$ cat src/rtl/rdp_pkg.sv
package rdp_pkg;

    // Field widths of the micro-operation word
    localparam int SEL_W  = 3;
    localparam int FUNC_W = 5;
    localparam int CTRL_W = 3 * SEL_W + FUNC_W;

    // Field positions (a driving sequencer depends on these)
    localparam int SRCA_LSB = 2 * SEL_W + FUNC_W;
    localparam int SRCB_LSB = SEL_W + FUNC_W;
    localparam int DST_LSB  = FUNC_W;

    typedef enum logic [FUNC_W-1:0] {
        FN_PASS = 5'b00000,
        FN_INC  = 5'b00001,
        FN_ADD  = 5'b00010,
        FN_SUB  = 5'b00101,
        FN_DEC  = 5'b00110,
        FN_AND  = 5'b01000,
        FN_OR   = 5'b01010,
        FN_XOR  = 5'b01100,
        FN_NOT  = 5'b01110,
        FN_SHR  = 5'b10000,
        FN_SHL  = 5'b11000
    } func_t;

    typedef struct packed {
        logic [SEL_W-1:0]  src_a;
        logic [SEL_W-1:0]  src_b;
        logic [SEL_W-1:0]  dst;
        logic [FUNC_W-1:0] func;
    } uop_t;

endpackage

$ cat src/rtl/rdp_regfile.sv
module rdp_regfile
    import rdp_pkg::*;
#(
    parameter int WIDTH = 8
) (
    input  logic             clk,
    input  logic             rst_n,
    input  logic [SEL_W-1:0] wr_sel,
    input  logic [WIDTH-1:0] wr_data,
    input  logic [SEL_W-1:0] rd_sel_a,
    input  logic [SEL_W-1:0] rd_sel_b,
    output logic [WIDTH-1:0] rd_data_a,
    output logic [WIDTH-1:0] rd_data_b
);
    // Code zero is reserved (external input / no write)
    localparam int NUM_REGS = (1 << SEL_W) - 1;

    logic [WIDTH-1:0] regs_q [1:NUM_REGS];

    // one storage word per nonzero destination code
    for (genvar k = 1; k <= NUM_REGS; k++) begin : g_reg
        always_ff @(posedge clk or negedge rst_n) begin
            if (!rst_n) begin
                regs_q[k] <= '0;
            end else if (wr_sel == SEL_W'(k)) begin
                regs_q[k] <= wr_data;
            end
        end
    end

    // Combinational reads of pre-edge contents
    always_comb begin
        rd_data_a = '0;
        rd_data_b = '0;
        for (int i = 1; i <= NUM_REGS; i++) begin
            if (rd_sel_a == SEL_W'(i)) rd_data_a = regs_q[i];
            if (rd_sel_b == SEL_W'(i)) rd_data_b = regs_q[i];
        end
    end

endmodule

$ cat src/rtl/rdp_operand_sel.sv
module rdp_operand_sel
    import rdp_pkg::*;
#(
    parameter int WIDTH = 8
) (
    input  logic [SEL_W-1:0] sel,
    input  logic [WIDTH-1:0] ext_data,
    input  logic [WIDTH-1:0] reg_data,
    output logic [WIDTH-1:0] bus
);
    // code zero steers the external input onto the bus
    always_comb begin
        if (sel == '0) bus = ext_data;
        else           bus = reg_data;
    end

endmodule

$ cat src/rtl/rdp_alu.sv
module rdp_alu
    import rdp_pkg::*;
#(
    parameter int WIDTH = 8
) (
    input  logic [FUNC_W-1:0] func,
    input  logic [WIDTH-1:0]  opa,
    input  logic [WIDTH-1:0]  opb,
    output logic [WIDTH-1:0]  result
);
    localparam logic [WIDTH-1:0] ONE = WIDTH'(1);

    func_t fn;
    assign fn = func_t'(func);

    always_comb begin
        unique case (fn)
            FN_PASS: result = opa;
            FN_INC:  result = opa + ONE;
            FN_ADD:  result = opa + opb;
            FN_SUB:  result = opa - opb;
            FN_DEC:  result = opa - ONE;
            FN_AND:  result = opa & opb;
            FN_OR:   result = opa | opb;
            FN_XOR:  result = opa ^ opb;
            FN_NOT:  result = ~opa;
            FN_SHR:  result = {1'b0, opa[WIDTH-1:1]};
            FN_SHL:  result = {opa[WIDTH-2:0], 1'b0};
            default: result = '0;
        endcase
    end

endmodule

$ cat src/rtl/rdp_datapath.sv
module rdp_datapath
    import rdp_pkg::*;
#(
    parameter int WIDTH = 8
) (
    input  logic              clk,
    input  logic              rst_n,
    input  logic [CTRL_W-1:0] ctrl_word,
    input  logic [WIDTH-1:0]  data_in,
    output logic [WIDTH-1:0]  data_out
);
    uop_t             uop;
    logic [WIDTH-1:0] reg_a;
    logic [WIDTH-1:0] reg_b;
    logic [WIDTH-1:0] bus_a;
    logic [WIDTH-1:0] bus_b;
    logic [WIDTH-1:0] alu_y;

    // fixed field layout
    assign uop = uop_t'(ctrl_word);

    rdp_regfile #(.WIDTH(WIDTH)) u_regs (
        .clk       (clk),
        .rst_n     (rst_n),
        .wr_sel    (uop.dst),
        .wr_data   (alu_y),
        .rd_sel_a  (uop.src_a),
        .rd_sel_b  (uop.src_b),
        .rd_data_a (reg_a),
        .rd_data_b (reg_b)
    );

    rdp_operand_sel #(.WIDTH(WIDTH)) u_sel_a (
        .sel      (uop.src_a),
        .ext_data (data_in),
        .reg_data (reg_a),
        .bus      (bus_a)
    );

    rdp_operand_sel #(.WIDTH(WIDTH)) u_sel_b (
        .sel      (uop.src_b),
        .ext_data (data_in),
        .reg_data (reg_b),
        .bus      (bus_b)
    );

    rdp_alu #(.WIDTH(WIDTH)) u_alu (
        .func   (uop.func),
        .opa    (bus_a),
        .opb    (bus_b),
        .result (alu_y)
    );

    // result is always visible
    assign data_out = alu_y;

endmodule

$ cat config.mk
export PLATFORM = sky130hd
export DESIGN_NAME = rdp_datapath
export DESIGN_NICKNAME = d
export VERILOG_FILES = /design/src/rtl/rdp_pkg.sv /design/src/rtl/rdp_regfile.sv /design/src/rtl/rdp_operand_sel.sv /design/src/rtl/rdp_alu.sv /design/src/rtl/rdp_datapath.sv
export SDC_FILE = /design/constraint.sdc
export NUM_CORES = 1
export LEC_CHECK = 0
export BUFFER_PORTS_ARGS = -buffer_cell sky130_fd_sc_hd__buf_4
export CAP_MARGIN = 10
export CORE_MARGIN = 4
export CORE_UTILIZATION = 45
export DETAILED_ROUTE_END_ITERATION = 12
export SKIP_CTS_REPAIR_TIMING = 1
export SLEW_MARGIN = 20
export SYNTH_ARGS = -nofsm -noshare
export SYNTH_HDL_FRONTEND = slang
export SYNTH_SLANG_ARGS = --single-unit
$ cat constraint.sdc
create_clock -name clk -period 7 [get_ports clk]
set_clock_uncertainty 0.15 [all_clocks]
set_input_delay 1.05 -clock clk [delete_from_list [all_inputs] [get_ports clk]]
set_output_delay 1.05 -clock clk [all_outputs]
set_load 0.01 [all_outputs]
## Word level (Yosys, flattened, before mapping)

Cells that the tools add are included.

| cells by class | value |
|---|---|
| muxes and demuxes | 17 |
| reductions and logical operators | 3 |
| add/subtract/negate cells | 4 |
| shifts and indexed selects | 0 |
| $mul | 0 |
| equality and inequality tests | 31 |
| divide/modulo/power cells | 0 |
| bitwise gates (word level) | 4 |
| $lt $le $gt $ge | 0 |

Operator list:

| cell | number |
|---|---|
| 2-to-1 mux 8 bit | 16 |
| one-hot mux 8 bit (11 select lines) | 1 |
| equality test 3 bit, second input constant | 12 |
| equality test 5 x 4 -> 1 bit, second input constant | 4 |
| equality test 3 x 2 -> 1 bit, second input constant | 6 |
| equality test 5 x 3 -> 1 bit, second input constant | 2 |
| equality test 5 bit, second input constant | 2 |
| equality test 3 x 1 -> 1 bit, second input constant | 3 |
| adder 8 x 1 -> 8 bit, second input constant | 1 |
| adder 8 bit | 1 |
| bitwise AND 8 bit | 1 |
| NOT 8 bit | 1 |
| OR 8 bit | 1 |
| subtractor 8 x 1 -> 8 bit, second input constant | 1 |
| subtractor 8 bit | 1 |
| bitwise XOR 8 bit | 1 |
| zero test 3 bit | 2 |
| equality test 5 x 1 -> 1 bit, second input constant | 1 |
| equality test 5 x 2 -> 1 bit, second input constant | 1 |
| zero test 5 bit | 1 |

| storage, ports and cells | value |
|---|---|
| output and inout port bits | 8 |
| memories kept | 0 |
| input bits | 24 |
| bits in latches | 0 |
| bits in read-only memories | 0 |
| register bits | 56 |
| memory bits (writable) | 0 |
| logic and storage cells | 66 |

## Longest topological paths before layout

| logic depth | value |
|---|---|
| word-level depth | 11 |
| mapped depth | 22 |

## Cells and area by module

From an unflattened synthesis, not the netlist that was laid out.

| second synthesis, totals | value |
|---|---|
| cells, all modules | 514 |
| area, all modules | 4928.5 µm² |

By module, submodules not included:

| module | area each (µm²) | cells each | sequential area each (µm²) | instances |
|---|---|---|---|---|
| rdp_regfile | 3309.4 | 281 | 1401.3 | 1 |
| rdp_alu | 1406.3 | 215 | 0.0 | 1 |
| rdp_operand_sel | 106.4 | 9 | 0.0 | 2 |

## Worst setup path after synthesis

Ideal clock, no wire load.

| timing | value |
|---|---|
| kind | input -> output |
| start | input ctrl_word[12] |
| end | output data_out[6] |
| path buffers | 1 |
| path slack | 0.930 ns |
| stages | 16 |
| arrival | 4.870 ns |
| data required time | 5.800 ns |
| cells stage by stage | buf_1 mux2_2 o31ai_1 a21oi_1 a221oi_1 ha_1 inv_1 fa_1 nand2_1 nand2_1 a21oi_1 o21bai_1 a21oi_1 xnor2_1 a2111oi_1 inv_1 |

| between the ends | value |
|---|---|
| longest elaborated chain between the ends | 11 |

RTL lines:

| item | line | text |
|---|---|---|
| start, declared | rdp_datapath.sv:8 | `input logic [CTRL_W-1:0] ctrl_word,` |
| equality test 3 x 1 -> 1 bit | rdp_regfile.sv:36 | `if (rd_sel_a == SEL_W'(i)) rd_data_a = regs_q[i];` |
| 2-to-1 mux 8 bit (7 in a row) | rdp_regfile.sv:36 |  |
| 2-to-1 mux 8 bit * | rdp_operand_sel.sv:13 | `if (sel == '0) bus = ext_data;` |
| subtractor 8 x 1 -> 8 bit (tied with other cells) | rdp_alu.sv:22 | `FN_DEC: result = opa - ONE;` |
| one-hot mux 8 bit (11 select lines) * | rdp_alu.sv:17 | `unique case (fn)` |
| end, declared | rdp_datapath.sv:10 | `output logic [WIDTH-1:0] data_out` |

Mark *: on every way between the ends. The rest lies on a longest branch, timed or not.

## Final worst setup path

| timing | value |
|---|---|
| start | input ctrl_word[8] |
| end | output data_out[7] |

| between the ends | value |
|---|---|
| longest elaborated chain between the ends | 11 |

RTL lines:

| item | line | text |
|---|---|---|
| equality test 3 x 1 -> 1 bit | rdp_regfile.sv:37 | `if (rd_sel_b == SEL_W'(i)) rd_data_b = regs_q[i];` |
| 2-to-1 mux 8 bit (7 in a row) | rdp_regfile.sv:37 |  |
| 2-to-1 mux 8 bit * | rdp_operand_sel.sv:13 |  |
| subtractor 8 bit (tied with other cells) | rdp_alu.sv:21 | `FN_SUB: result = opa - opb;` |
| one-hot mux 8 bit (11 select lines) * | rdp_alu.sv:17 |  |

Marked as above.

==> tab_implementation.tex <==
\begin{tabular}{lr}
\hline
Metric & Value \\
\hline
\multicolumn{2}{l}{\textbf{Critical path}} \\
Launching element type of the critical path & input port \\
Critical Path End Type & output port \\
Stage delay of the slowest cell on the critical path & 0.65 ns \\
Required arrival time at the worst endpoint & 5.80 ns \\
Ordered list of cells on the worst path & buf\_4 -> nor4bb\_1 -> a211oi\_1 -> a222oi\_1 -> inv\_1 -> nor3\_1 -> xnor2\_1 -> a221oi\_1 -> ha\_1 -> or2\_2 -> a21oi\_1 -> a21oi\_1 -> xor2\_1 -> xnor2\_1 -> a21oi\_2 -> inv\_2 -> buf\_4 \\
Slowest cell on the critical path & sky130\_fd\_sc\_hd\_\_a222oi\_1 \\
Max Fanout on Critical Path & 42 \\
Data arrival, critical path & 5.14 ns \\
Worst Setup Path Type & input port to output port \\
\multicolumn{2}{l}{\textbf{Pwr}} \\
Max IR drop VDD & 123 uV \\
Power consumption & 0.991 mW \\
Switching Power & 0.374 mW \\
Power share of the combinational group & 37.3\% \\
Leakage power & 2.23 nW \\
P per Cell Area & 200 nW/um\^{}2 \\
Part of the power in the clock network & 19.6\% \\
Internal Dissipation & 0.617 mW \\
Relative contribution of sequential cells to total power & 43.1\% \\
Switching share of total power & 37.8\% \\
\multicolumn{2}{l}{\textbf{Synthesis}} \\
Synthesized area per cell & 8.41 sq um \\
Biggest area contributors in the synthesized netlist & sky130\_fd\_sc\_hd\_\_dfrtp\_1 (31\%), sky130\_fd\_sc\_hd\_\_ha\_1 (6.7\%), sky130\_fd\_sc\_hd\_\_nor2\_1 (5.2\%), sky130\_fd\_sc\_hd\_\_nand2\_1 (4.9\%), sky130\_fd\_sc\_hd\_\_a21oi\_1 (4.7\%) \\
Largest family of logic cells by synthesized area & compound AO/OA/AOI/OAI gates \\
XOR/XNOR share of the synthesized area & 2.14\% \\
Total nets after synthesis & 585 \\
Arithmetic-cell share of the synthesized area counting full adders, half adders and majority gates & 7.11\% \\
Ys flop type & sky130\_fd\_sc\_hd\_\_dfrtp\_1 \\
Syn. warnings & 0 \\
Area of the mapped netlist & 4510 sq um \\
Proportion of synthesized chip area in sequential cells & 31.1\% \\
Proportion of synthesized area in mux cells & 10.9\% \\
Cells after Synth & 536 \\
Fraction of post-synthesis cell area in the top cell type by area & 31.1\% \\
Synthesis-stage register bit count & 56 \\
Area leader, netlist & sky130\_fd\_sc\_hd\_\_dfrtp\_1 \\
Post-synth EDFFs & 0 \\
Post-synthesis compound-gate area fraction & 22.9\% \\
Post-Synth Simple-Gate Area & 18.5\% \\
Synth cell types & 68 \\
Share of flip-flops with an asynchronous set or reset after synthesis & 100\% \\
\multicolumn{2}{l}{\textbf{STA}} \\
Final Max Tran Viols & 0 \\
Number of failing hold endpoints at the final stage & 0 \\
Relative slew slack & 44.9\% \\
Transition at the pin with the smallest max-transition slack & 0.824 ns \\
Period utilization & 90.6\% \\
Unrepaired setup endpoints after global routing & no \\
Final count of negative-setup-slack endpoints & 0 \\
Fmax & 158 MHz \\
Sum of negative setup slack & 0 ns \\
Final hold slack & 0.348 ns \\
Minimum period implied by the final worst setup slack & 6.34 ns \\
\multicolumn{2}{l}{\textbf{Drt}} \\
Number of remaining DRC errors & 0 \\
Final WL & 13.4 mm \\
Detail Route Antenna Nets & 0 \\
1st-iter DRT viols & 457 \\
Count of vias placed by the detailed router & 4160 \\
Via/cell ratio & 6.03 \\
Router iterations before antenna repair & 5 \\
Routed wire per std cell & 19.4 um \\
\multicolumn{2}{l}{\textbf{Floorplan}} \\
Full die area & 11700 sq um \\
Number of core rows & 36 \\
Die extent in y & 108 um \\
Core region area & 9770 sq um \\
Width of the die & 108 um \\
Initial Utilization & 46.1\% \\
Num ports & 32 \\
\multicolumn{2}{l}{\textbf{Global routing}} \\
Via count of the first global-routing pass & 3992 \\
Grt total ovfl & 0 \\
Number of antenna violations at the first check in global routing & 0 \\
Total routing usage reported by global routing & 23.7\% \\
First-pass GRT wire length & 21.5 mm \\
Largest net degree at the start of global routing & 57 \\
\multicolumn{2}{l}{\textbf{Clocking}} \\
Register clock-pin slew on the reported worst setup and hold paths & 0.10 ns \\
Clk sinks & 56 \\
Root buf cell & sky130\_fd\_sc\_hd\_\_clkbuf\_8 \\
TritonCTS clock tree & yes \\
Number of buffers between clock root and the deepest sink & 2 \\
Number of clock buffers inserted by TritonCTS & 5 \\
Clock latency of the later-clocked register in the worst-skew pair & 0.33 ns \\
Deepest level of the CTS H-tree & 2 \\
\multicolumn{2}{l}{\textbf{Final layout}} \\
Reg with most FFs & u\_regs.regs\_q \\
Most used cells in the layout excluding fill and tap cells & sky130\_fd\_sc\_hd\_\_nor2\_1 (62), sky130\_fd\_sc\_hd\_\_nand2\_1 (59), sky130\_fd\_sc\_hd\_\_dfrtp\_1 (56) \\
Share of cells above drive strength 1 & 15.3\% \\
Area taken by multi-input logic gates & 2810 sq um \\
Number of diodes added for antenna fixing & 0 \\
Layout Cells excl Fill & 690 \\
Final-stage net count & 605 \\
Synthesis-to-layout area growth & 9.86\% \\
Number of flip-flops in the largest register & 56 \\
Largest registers & u\_regs.regs\_q x56 \\
Register area & 1400 sq um \\
Number of filler instances in the final layout & 951 \\
Most common library cell in the layout ignoring fill and taps & sky130\_fd\_sc\_hd\_\_nor2\_1 \\
\multicolumn{2}{l}{\textbf{Placed design}} \\
Inst Count DP & 682 \\
Number of port buffers & 31 \\
Post-detail-place hpwl & 9.56 mm \\
Final estimated routing congestion in global placement & 0.941 \\
\multicolumn{2}{l}{\textbf{Outcome}} \\
Result of the run & completed \\
\multicolumn{2}{l}{\textbf{Run}} \\
Max-cap check violation count & 0 \\
\multicolumn{2}{l}{\textbf{Hold path}} \\
Type of the worst min-delay path & flip-flop to flip-flop \\
\hline
\end{tabular}
[path summary, 6_finish.rpt]
| kind | from | end | slack, ns | cells after the start |
|---|---|---|---|---|
| max | ctrl_word[8] | data_out[7] | 0.66 | 17 |
| min | u_regs.regs_q[8] | u_regs.regs_q[8] | 0.35 | 2 |
| max reg2reg | u_regs.regs_q[20] | u_regs.regs_q[15] | 2.57 | 16 |
| min reg2reg | u_regs.regs_q[8] | u_regs.regs_q[8] | 0.35 | 2 |
| max in group asynchronous | rst_n | u_regs.regs_q[8] | 5.59 | 1 |
| min in group asynchronous | rst_n | u_regs.regs_q[13] | 0.60 | 1 |
[synthesized netlist by cell type, types with 6 or more instances]
cell type,count
sky130_fd_sc_hd__clkbuf_1,18
sky130_fd_sc_hd__inv_2,7
sky130_fd_sc_hd__nand2_1,59
sky130_fd_sc_hd__a221oi_1,17
sky130_fd_sc_hd__nor2_1,62
sky130_fd_sc_hd__mux2i_1,21
sky130_fd_sc_hd__o21ai_1,26
sky130_fd_sc_hd__a21oi_1,42
sky130_fd_sc_hd__o21ai_0,26
sky130_fd_sc_hd__xnor2_1,9
sky130_fd_sc_hd__inv_1,32
sky130_fd_sc_hd__nand3b_1,8
sky130_fd_sc_hd__mux4_2,6
sky130_fd_sc_hd__nor3_1,10
sky130_fd_sc_hd__o221ai_1,7
sky130_fd_sc_hd__mux2_2,7
sky130_fd_sc_hd__nand3_1,6
sky130_fd_sc_hd__ha_1,24
sky130_fd_sc_hd__dfrtp_1,56
[per-layer routing]
layer | global-route usage (%) | wire [um] | vias up
met3 | 2.93 | 838 | 35
met2 | 37.9 | 6190 | 161
met5 | 0 | 0 | -
met4 | 8.03 | 387 | 0
li1 | - | - | 1971
met1 | 33.4 | 5960 | 1993
[critical path: cells and delay by family]
family                   cells  cell delay [ns]
XOR/XNOR                     3             0.42
AND/OR/NAND/NOR              3             0.93
adder cells (fa/ha/maj)      1             0.32
buffers and inverters        4             0.83
AO/OA/AOI/OAI                6             1.57
[metrics by stage]
stage                     instance area (sq um)  utilization [%]  worst slack [ns]
after detailed placement                   4830             49.5             0.711
after global routing                       4950             50.7             0.333
final                                      4950             50.7             0.655
after global placement                     4830             49.5             0.827
after CTS                                  4930             50.4             0.701
after floorplan                            4510                -             0.930
[area by class of cell]
type	count	area share, %
Multi-Input combinational cell	410	56.8
Sequential cell	56	28.3
Timing Repair Buffer	44	6.67
Tap cell	133	3.36
Inverter	39	2.96
Clock buffer	7	1.74
Clock inverter	1	0.152
[power by group through the flow]
stage | Combinational [mW] | Clock, mW | Sequential, mW
final | 0.370 | 0.195 | 0.427
after global routing | 0.414 | 0.209 | 0.435
after CTS | 0.366 | 0.196 | 0.426
after detailed placement | 0.365 | 0 | 0.432
after global placement | 0.356 | 0 | 0.432
after floorplan | 0.262 | 0 | 0.416
[kinds of logic (layout without fill, tap and decap cells)]
logic type      Yosys count  count (layout)
fa+ha+maj                25              25
compound gates          161             161
simple gates            176             176
flops                    56              56
xor+xnor                 11              11
mux                      37              37
buf+inv                  70              91
(Power assumes the default switching activity.)
